`src/rtl/disp_rx_pkg.sv`:
```
package disp_rx_pkg;

    localparam int FRAME_W  = 16;
    localparam int ADDR_W   = 4;
    localparam int DATA_W   = 8;
    localparam int ADDR_LSB = DATA_W;
    localparam int CMD_W    = ADDR_W + DATA_W;

    localparam logic [ADDR_W-1:0] A_NOP    = 4'h0;
    localparam logic [ADDR_W-1:0] A_DIG0   = 4'h1;
    localparam logic [ADDR_W-1:0] A_DECODE = 4'h9;
    localparam logic [ADDR_W-1:0] A_LEVEL  = 4'hA;
    localparam logic [ADDR_W-1:0] A_SCAN   = 4'hB;
    localparam logic [ADDR_W-1:0] A_POWER  = 4'hC;
    localparam logic [ADDR_W-1:0] A_TEST   = 4'hF;

    typedef enum logic [1:0] {
        ST_IDLE   = 2'd0,
        ST_SHIFT  = 2'd1,
        ST_COMMIT = 2'd2
    } rx_state_e;

    typedef struct packed {
        logic [ADDR_W-1:0] addr;
        logic [DATA_W-1:0] data;
    } cmd_t;

endpackage

```
`src/rtl/rx_sync.sv`:
```
module rx_sync #(
    parameter int WIDTH  = 3,
    parameter int STAGES = 2
) (
    input  logic             clk,
    input  logic             rst_n,
    input  logic [WIDTH-1:0] async_i,
    output logic [WIDTH-1:0] level_o
);

    for (genvar i = 0; i < WIDTH; i++) begin : g_bit
        logic [STAGES-1:0] chain_q;

        always_ff @(posedge clk or negedge rst_n) begin
            if (!rst_n) begin
                chain_q <= '0;
            end else begin
                chain_q <= {chain_q[STAGES-2:0], async_i[i]};
            end
        end

        assign level_o[i] = chain_q[STAGES-1];
    end

endmodule

```
`src/rtl/rx_shifter.sv`:
```
module rx_shifter
    import disp_rx_pkg::*;
(
    input  logic clk,
    input  logic rst_n,
    input  logic shift_en_i,
    input  logic out_en_i,
    input  logic din_i,
    output cmd_t cur_o,
    output cmd_t next_o,
    output logic dout_o
);

    logic [FRAME_W-1:0] word_q;
    logic [FRAME_W-1:0] word_d;
    logic               spill_q;
    logic               dout_q;

    // Next content of the shift register once the pending bit enters
    assign word_d = {word_q[FRAME_W-2:0], din_i};

    always_ff @(posedge clk or negedge rst_n) begin
        if (!rst_n) begin
            word_q  <= '0;
            spill_q <= 1'b0;
        end else if (shift_en_i) begin
            word_q  <= word_d;
            spill_q <= word_q[FRAME_W-1];
        end
    end

    // Bit pushed out of the register is retimed to the falling serial edge
    always_ff @(posedge clk or negedge rst_n) begin
        if (!rst_n) begin
            dout_q <= 1'b0;
        end else if (out_en_i) begin
            dout_q <= spill_q;
        end
    end

    assign cur_o  = word_q[CMD_W-1:0];
    assign next_o = word_d[CMD_W-1:0];
    assign dout_o = dout_q;

endmodule

```
`src/rtl/rx_frame_ctrl.sv`:
```
module rx_frame_ctrl
    import disp_rx_pkg::*;
(
    input  logic      clk,
    input  logic      rst_n,
    input  logic      shift_en_i,
    input  logic      load_rise_i,
    input  cmd_t      frame_cmd_i,
    output rx_state_e state_o,
    output logic      wr_en_o,
    output cmd_t      cmd_o
);

    rx_state_e state_q;
    rx_state_e state_d;
    cmd_t      cmd_q;

    // State register
    always_ff @(posedge clk or negedge rst_n) begin
        if (!rst_n) begin
            state_q <= ST_IDLE;
        end else begin
            state_q <= state_d;
        end
    end

    // Command held from the load edge until the commit cycle
    always_ff @(posedge clk or negedge rst_n) begin
        if (!rst_n) begin
            cmd_q <= '0;
        end else if (load_rise_i) begin
            cmd_q <= frame_cmd_i;
        end
    end

    // Next-state logic
    always_comb begin
        state_d = state_q;
        unique case (state_q)
            ST_IDLE: begin
                if (load_rise_i) begin
                    state_d = ST_COMMIT;
                end else if (shift_en_i) begin
                    state_d = ST_SHIFT;
                end
            end
            ST_SHIFT: begin
                if (load_rise_i) begin
                    state_d = ST_COMMIT;
                end
            end
            ST_COMMIT: begin
                state_d = shift_en_i ? ST_SHIFT : ST_IDLE;
            end
            default: state_d = ST_IDLE;
        endcase
    end

    // Outputs
    always_comb begin
        wr_en_o = (state_q == ST_COMMIT);
        cmd_o   = cmd_q;
        state_o = state_q;
    end

endmodule

```
`src/rtl/rx_regfile.sv`:
```
module rx_regfile
    import disp_rx_pkg::*;
#(
    parameter int DIGITS = 8
) (
    input  logic                     clk,
    input  logic                     rst_n,
    input  logic                     wr_en_i,
    input  cmd_t                     cmd_i,
    output logic [DIGITS*DATA_W-1:0] digits_o,
    output logic [DATA_W-1:0]        decode_o,
    output logic [DATA_W-1:0]        level_o,
    output logic [DATA_W-1:0]        scan_o,
    output logic [DATA_W-1:0]        power_o,
    output logic [DATA_W-1:0]        test_o
);

    for (genvar g = 0; g < DIGITS; g++) begin : g_digit
        localparam logic [ADDR_W-1:0] SLOT = ADDR_W'(int'(A_DIG0) + g);
        logic [DATA_W-1:0] dig_q;

        always_ff @(posedge clk or negedge rst_n) begin
            if (!rst_n) begin
                dig_q <= '0;
            end else if (wr_en_i && (cmd_i.addr == SLOT)) begin
                dig_q <= cmd_i.data;
            end
        end

        assign digits_o[g*DATA_W +: DATA_W] = dig_q;
    end

    logic [DATA_W-1:0] decode_q, level_q, scan_q, power_q, test_q;

    always_ff @(posedge clk or negedge rst_n) begin
        if (!rst_n) begin
            decode_q <= '0;
            level_q  <= '0;
            scan_q   <= '0;
            power_q  <= '0;
            test_q   <= '0;
        end else if (wr_en_i) begin
            case (cmd_i.addr)
                A_DECODE: decode_q <= cmd_i.data;
                A_LEVEL:  level_q  <= cmd_i.data;
                A_SCAN:   scan_q   <= cmd_i.data;
                A_POWER:  power_q  <= cmd_i.data;
                A_TEST:   test_q   <= cmd_i.data;
                default:  ;
            endcase
        end
    end

    assign decode_o = decode_q;
    assign level_o  = level_q;
    assign scan_o   = scan_q;
    assign power_o  = power_q;
    assign test_o   = test_q;

endmodule

```
`src/rtl/disp_cmd_rx.sv`:
```
module disp_cmd_rx
    import disp_rx_pkg::*;
#(
    parameter int DIGITS      = 8,
    parameter int SYNC_STAGES = 2,
    parameter bit CS_MODE     = 1'b0
) (
    input  logic                     clk,
    input  logic                     rst_n,
    input  logic                     ser_clk_i,
    input  logic                     ser_din_i,
    input  logic                     ser_load_i,
    output logic                     ser_dout_o,
    output logic [DIGITS*DATA_W-1:0] digit_bus_o,
    output logic [DATA_W-1:0]        decode_sel_o,
    output logic [DATA_W-1:0]        level_o,
    output logic [DATA_W-1:0]        scan_lim_o,
    output logic [DATA_W-1:0]        power_o,
    output logic [DATA_W-1:0]        test_reg_o,
    output logic                     shutdown_o,
    output logic                     test_mode_o
);

    localparam int IN_CLK = 0;
    localparam int IN_DIN = 1;
    localparam int IN_LD  = 2;
    localparam int IN_W   = 3;

    logic [IN_W-1:0] lvl;
    logic            clk_prv_q, ld_prv_q;
    logic            clk_rise, clk_fall, ld_rise;
    logic            link_open;
    logic            shift_en, out_en;
    cmd_t            cmd_cur, cmd_next, frame_cmd, wr_cmd;
    logic            wr_en;
    rx_state_e       state_q;

    rx_sync #(
        .WIDTH  (IN_W),
        .STAGES (SYNC_STAGES)
    ) u_sync (
        .clk     (clk),
        .rst_n   (rst_n),
        .async_i ({ser_load_i, ser_din_i, ser_clk_i}),
        .level_o (lvl)
    );

    always_ff @(posedge clk or negedge rst_n) begin
        if (!rst_n) begin
            clk_prv_q <= 1'b0;
            ld_prv_q  <= 1'b0;
        end else begin
            clk_prv_q <= lvl[IN_CLK];
            ld_prv_q  <= lvl[IN_LD];
        end
    end

    assign clk_rise = lvl[IN_CLK] & ~clk_prv_q;
    assign clk_fall = ~lvl[IN_CLK] & clk_prv_q;
    assign ld_rise  = lvl[IN_LD] & ~ld_prv_q;

    // Interface variant: select-gated or free-running serial clock
    if (CS_MODE) begin : g_select
        assign link_open = ~ld_prv_q;
    end else begin : g_plain
        assign link_open = 1'b1;
    end

    assign shift_en = clk_rise & link_open;
    assign out_en   = clk_fall & link_open;

    rx_shifter u_shift (
        .clk        (clk),
        .rst_n      (rst_n),
        .shift_en_i (shift_en),
        .out_en_i   (out_en),
        .din_i      (lvl[IN_DIN]),
        .cur_o      (cmd_cur),
        .next_o     (cmd_next),
        .dout_o     (ser_dout_o)
    );

    // A load edge coinciding with a clock edge takes the word including that bit
    assign frame_cmd = shift_en ? cmd_next : cmd_cur;

    rx_frame_ctrl u_ctrl (
        .clk         (clk),
        .rst_n       (rst_n),
        .shift_en_i  (shift_en),
        .load_rise_i (ld_rise),
        .frame_cmd_i (frame_cmd),
        .state_o     (state_q),
        .wr_en_o     (wr_en),
        .cmd_o       (wr_cmd)
    );

    rx_regfile #(
        .DIGITS (DIGITS)
    ) u_regs (
        .clk      (clk),
        .rst_n    (rst_n),
        .wr_en_i  (wr_en),
        .cmd_i    (wr_cmd),
        .digits_o (digit_bus_o),
        .decode_o (decode_sel_o),
        .level_o  (level_o),
        .scan_o   (scan_lim_o),
        .power_o  (power_o),
        .test_o   (test_reg_o)
    );

    assign shutdown_o  = ~power_o[0];
    assign test_mode_o = test_reg_o[0];

endmodule

```
`config.mk`:
```
export PLATFORM = sky130hd
export DESIGN_NAME = disp_cmd_rx
export DESIGN_NICKNAME = d
export VERILOG_FILES = /design/src/rtl/disp_rx_pkg.sv /design/src/rtl/rx_sync.sv /design/src/rtl/rx_shifter.sv /design/src/rtl/rx_frame_ctrl.sv /design/src/rtl/rx_regfile.sv /design/src/rtl/disp_cmd_rx.sv
export SDC_FILE = /design/constraint.sdc
export NUM_CORES = 1
export LEC_CHECK = 0
export CAP_MARGIN = 20
export CORE_ASPECT_RATIO = 1.75
export CORE_MARGIN = 5
export CORE_UTILIZATION = 45
export DETAILED_ROUTE_END_ITERATION = 12
export PLACE_DENSITY = 0.81
export SLEW_MARGIN = 20
export SYNTH_ARGS = -nofsm -noshare
export SYNTH_HDL_FRONTEND = slang
export SYNTH_SLANG_ARGS = --single-unit
```
`constraint.sdc`:
```
create_clock -name clk -period 2.45 [get_ports clk]
set_input_delay 0.49 -clock clk [delete_from_list [all_inputs] [get_ports clk]]
set_output_delay 0.49 -clock clk [all_outputs]
set_load 0.01 [all_outputs]
```
=== After elaboration in Yosys (flattened, before gate mapping) ===
Index checks and enable logic that the tools add are counted.
W data, S select, Z words.

* Register bits after elaboration: 144
* Input port bits: 5
* Output and inout port bits: 107
* Logic and storage cells: 69

* Eq/ne operators: 17
* Muxes and demuxes: 6
* Bitwise gates (word level): 7
* Reductions and logical operators: 15

{| class="wikitable"
|+ Operators by type and width
! operator !! count
|-
| $eq A4 B4 Y1 const B || 6
|-
| $eq A4 B3 Y1 const B || 4
|-
| $mux W12 || 1
|-
| $reduce_and A2 Y1 || 6
|-
| $eq A4 B2 Y1 const B || 2
|-
| $logic_and A1 B1 Y1 || 8
|-
| $mux W2 || 3
|-
| $pmux W2 S3 || 1
|-
| $eq A4 B1 Y1 const B || 1
|-
| $not A1 Y1 || 4
|-
| $and A1 B1 Y1 || 3
|-
| $ne A3 B3 Y1 const B || 1
|-
| $eq A2 B1 Y1 const B || 1
|-
| $eq A2 B2 Y1 const B || 1
|-
| $logic_not A2 Y1 || 1
|-
| $ne A2 B2 Y1 const B || 1
|-
| $mux W1 || 1
|}

=== Longest topological paths before layout ===
* Depth after elaboration: 5
* Depth in mapped cells: 5

=== Modules after synthesis ===
A second synthesis with hierarchy kept.

* Cells, all modules: 365
* Area, all modules: 5875.6 um^2

{| class="wikitable"
|+ By module, submodules not included
! module !! instances !! cells each !! area each (um^2) !! sequential area each (um^2)
|-
| rx_regfile || 1 || 242 || 3970.1 || 2602.5
|-
| rx_shifter || 1 || 62 || 902.1 || 450.4
|-
| rx_frame_ctrl || 1 || 31 || 558.0 || 350.3
|-
| disp_cmd_rx || 1 || 21 || 272.8 || 50.0
|-
| rx_sync || 1 || 9 || 172.7 || 150.1
|}

=== Worst setup path after synthesis ===
Ideal clock, no wire load.

* Kind: register to register
* From: reg u_ctrl.state_q[0] (netlist: u_ctrl.state_o[0])
* To: reg u_regs.g_digit[2].dig_q[0]
* Data arrival time: 1.387 ns
* Path slack: 0.939 ns
* Stages on the path, launching flop included: 5
* Buffers on the path: 1
* Clock period less this slack: 1.511 ns
* Cell sequence: dfrtp_1 -> nor4b_2 -> nor2b_1 -> buf_2 -> mux2_2

* Longest elaborated chain between the ends: 2

{| class="wikitable"
|+ RTL lines
! element !! RTL line !! RTL
|-
| start: declaration || rx_frame_ctrl.sv:14 || <nowiki>rx_state_e state_q;</nowiki>
|-
| start signal: assignment || rx_frame_ctrl.sv:23 || <nowiki>state_q <= state_d;</nowiki>
|-
| $eq A2 B2 Y1 || rx_frame_ctrl.sv:61 || <nowiki>wr_en_o = (state_q == ST_COMMIT);</nowiki>
|-
| $logic_and A1 B1 Y1 || rx_regfile.sv:25 || <nowiki>end else if (wr_en_i && (cmd_i.addr == SLOT)) begin</nowiki>
|-
| end signal: assignment || rx_regfile.sv:26 || <nowiki>dig_q <= cmd_i.data;</nowiki>
|-
| end: declaration || rx_regfile.sv:20 || <nowiki>logic [DATA_W-1:0] dig_q;</nowiki>
|}

No other way between the ends.
A chain may end at the register's enable or synchronous reset.

=== Final worst setup path ===
* From: reg u_regs.power_q[0] (netlist: u_regs.power_o[0])
* To: out shutdown_o

* Longest elaborated chain between the ends: 1

{| class="wikitable"
|+ RTL lines
! element !! RTL line !! RTL
|-
| start: declaration || rx_regfile.sv:33 || <nowiki>logic [DATA_W-1:0] decode_q, level_q, scan_q, power_q, test_q;</nowiki>
|-
| start signal: assignment || rx_regfile.sv:47 || <nowiki>A_POWER: power_q <= cmd_i.data;</nowiki>
|-
| $not A1 Y1 || disp_cmd_rx.sv:112 || <nowiki>assign shutdown_o = ~power_o[0];</nowiki>
|-
| end: declaration || disp_cmd_rx.sv:20 || <nowiki>output logic shutdown_o,</nowiki>
|}

No other way between the ends.

==> run summary <==
number of remaining DRC errors -> 0
Clock power frac -> 36.0%
sequential power share -> 44.1%
WL/cell -> 21.3 um
n_diodes -> 0
H-tree levels -> 4
pins over their slew limit -> 0
Fmax -> 0.528 GHz
most frequent cells in the layout -> dfrtp_1 (144), mux2_2 (126), clkdlybuf4s50_1 (110)
total wire length -> 12600 um
Max Cap Violations -> 0
flops & latches, synth -> 144
Port Buffers -> 111
Fin. Hold Viols -> 0
syn_nets -> 328
initial core utilization -> 45.5%
pwr/cell area -> 1080 nW/um2
post-route insts no fill -> 592
unrepaired setup endpoints after global routing -> no
run status -> completed
Tot GR Track Use -> 19.0%
CTS Hold Bufs -> 0
io pins -> 112
HPWL after DPL -> 8700 um
leading area contributor after synthesis -> dfrtp_1
internal power component -> 0.00579 W
die width -> 92.8 um
drt first-iter violations -> 119
post-route minimum period -> 1.89 ns
part of the power in combinational logic -> 19.9%
via/cell ratio -> 5.23
Synth Warn # -> 0
initial antenna violation count -> 0
Worst Hold Class -> input pin to asynchronous set/reset pin
IR drop worst, VDD -> 0.664 mV
Worst Tran Pin Value -> 0.699 ns
total negative slack -> 0 ns
CP max FO -> 3
share of cells above drive strength 1 -> 38.0%
Gate Count Post-Synth -> 323
# resized after CTS -> 0
Clock Latency Late Sink -> 0.41 ns
largest net degree at the start of global routing -> 56
crit path kind -> flip-flop to primary output
core area -> 11900 um2
area grow syn2layout -> 35.7%
total CTS buffers -> 17
Post-Syn Area -> 5400 um2
Setup-failing EPs final -> 0
DRT antenna net count -> 0
post-route clock period utilization -> 77.3%
height of the die -> 155 um
sequential area share after synthesis -> 66.7%
Synth area leaders -> dfrtp_1 (67%), mux2_2 (26%), mux2_4 (2.2%)
Post-layout nets -> 447
switching share of power -> 26.9%
Clock Path Buffers -> 2
Overflow after GRT -> 0
Sink Count -> 144
Clock Skews -> 0.00878 ns
drt pass-1 iters -> 4
LEAKAGE -> 3.47 nW
commonest non-fill, non-tap cell in the layout -> dfrtp_1
slew margin rel. -> 53.4%
final setup margin -> 0.556 ns
Pwr Total -> 0.00792 W
die area -> 14400 um2
GPL Wtd Cong -> 0.751
global-route wire length before repair -> 20800 um
CP arrival -> 1.40 ns
type of origin of the critical path -> flip-flop
CP Capture Type -> primary output
Unique masters post-synth -> 21
Synth top area share -> 66.7%
Placed Cells -> 560
vias in the first global route -> 3605
postcts setup bufs -> 0
FP Rows -> 53
Place WS -> 0.711 ns
clock root cell -> clkbuf_16
via count -> 3097
Switch Pwr -> 0.00213 W
Required @ worst endpoint -> 1.96 ns
Avg Inst Size Synth -> 16.7 um2
clk slew on worst S/H paths -> 0.06 ns
TritonCTS clock tree -> yes
## final timing paths
| kind | start | endpoint | slack, ns | cells past startpoint |
|---|---|---|---|---|
| max in group asynchronous | rst_n | u_regs.scan_o[3]$_DFFE_PN0P_ | 1.78 | 2 |
| setup reg to reg | u_ctrl.cmd_o[10]$_DFFE_PN0P_ | u_regs.scan_o[0]$_DFFE_PN0P_ | 0.68 | 3 |
| hold / removal | rst_n | u_regs.decode_o[3]$_DFFE_PN0P_ | 0.01 | 1 |
| hold reg to reg | u_sync.g_bit[0].chain_q[0]$_DFF_PN0_ | u_sync.g_bit[0].chain_q[1]$_DFF_PN0_ | 0.35 | 0 |
| min in group clk | u_sync.g_bit[0].chain_q[0]$_DFF_PN0_ | u_sync.g_bit[0].chain_q[1]$_DFF_PN0_ | 0.35 | 0 |
| setup / recovery | u_regs.power_o[0]$_DFFE_PN0P_ | shutdown_o | 0.56 | 2 |
## power by group through the flow
stage / Clock, W / Sequential (W) / Combinational, W
4_1_cts: 0.00290 / 0.00350 / 0.00160
3_3_place_gp: 0 / 0.00350 / 0.00153
3_5_place_dp: 0 / 0.00354 / 0.00158
6_report: 0.00285 / 0.00349 / 0.00158
5_1_grt: 0.00300 / 0.00357 / 0.00169
2_1_floorplan: 0 / 0.00335 / 0.000708
## logic make-up (layout without fill, tap and decap cells)
kind of cell  count (synthesis)  after routing  share of synthesized area [%]
flops                       144            144                           66.7
mux                         135            135                           28.7
simple gates                 26             26                           2.90
buf+inv                      18            150                           1.69
## critical path, cell delays in order (launching register included)
cell	delay, ns
dfrtp_1	0.40
inv_1	0.06
clkdlybuf4s50_1	0.54
## Yosys cell counts
master,count
and3_1,1
and4bb_1,1
and4bb_2,1
buf_1,1
buf_2,4
buf_4,1
buf_6,2
clkbuf_1,8
dfrtp_1,144
inv_1,2
mux2_2,126
mux2_4,8
mux2i_1,1
nand2_1,9
nand2b_1,2
nand4b_1,1
nor2_1,3
nor2_2,1
nor2b_1,5
nor4b_2,1
or3_1,1
## flip-flops by register name (all words and copies together), names as in the netlist
| name | count |
|---|---|
| u_regs.g_digit.dig_q | 64 |
| u_shift.word_q | 16 |
| u_ctrl.cmd_o | 12 |
| u_regs.decode_o | 8 |
| u_regs.level_o | 8 |
| u_regs.power_o | 8 |
| u_regs.scan_o | 8 |
| u_regs.test_o | 8 |
| u_sync.g_bit.chain_q | 6 |
| u_ctrl.state_o | 2 |
| clk_prv_q | 1 |
| ld_prv_q | 1 |
| u_shift.dout_o | 1 |
| u_shift.spill_q | 1 |
## routing by layer
layer | vias up | routed length, um | track usage (%)
li1 | 1374 | - | -
met1 | 1614 | 4670 | 21.0
met2 | 85 | 6990 | 33.5
met3 | 24 | 565 | 5.18
met4 | 0 | 404 | 8.94
met5 | - | 0 | 0
## final cells by class
type | count | area [um2]
Multi-Input combinational cell | 161 | 1710
Sequential cell | 144 | 3600
Clock inverter | 9 | 178
Timing Repair Buffer | 116 | 1170
Tap cell | 137 | 171
Clock buffer | 23 | 488
Fill cell | 821 | 4540
Inverter | 2 | 7.51
## per-stage QoR
step	area (um2)	utilization [%]	hold WS [ns]
3_5_place_dp	6660	56.1	0.336
4_1_cts	7330	61.7	0.0266
3_3_place_gp	6660	56.1	0.340
5_1_grt	7330	61.7	0.0460
6_report	7330	61.7	0.0127
2_1_floorplan	5400	-	0.194
Note: power is estimated with default switching activity, not from simulation.
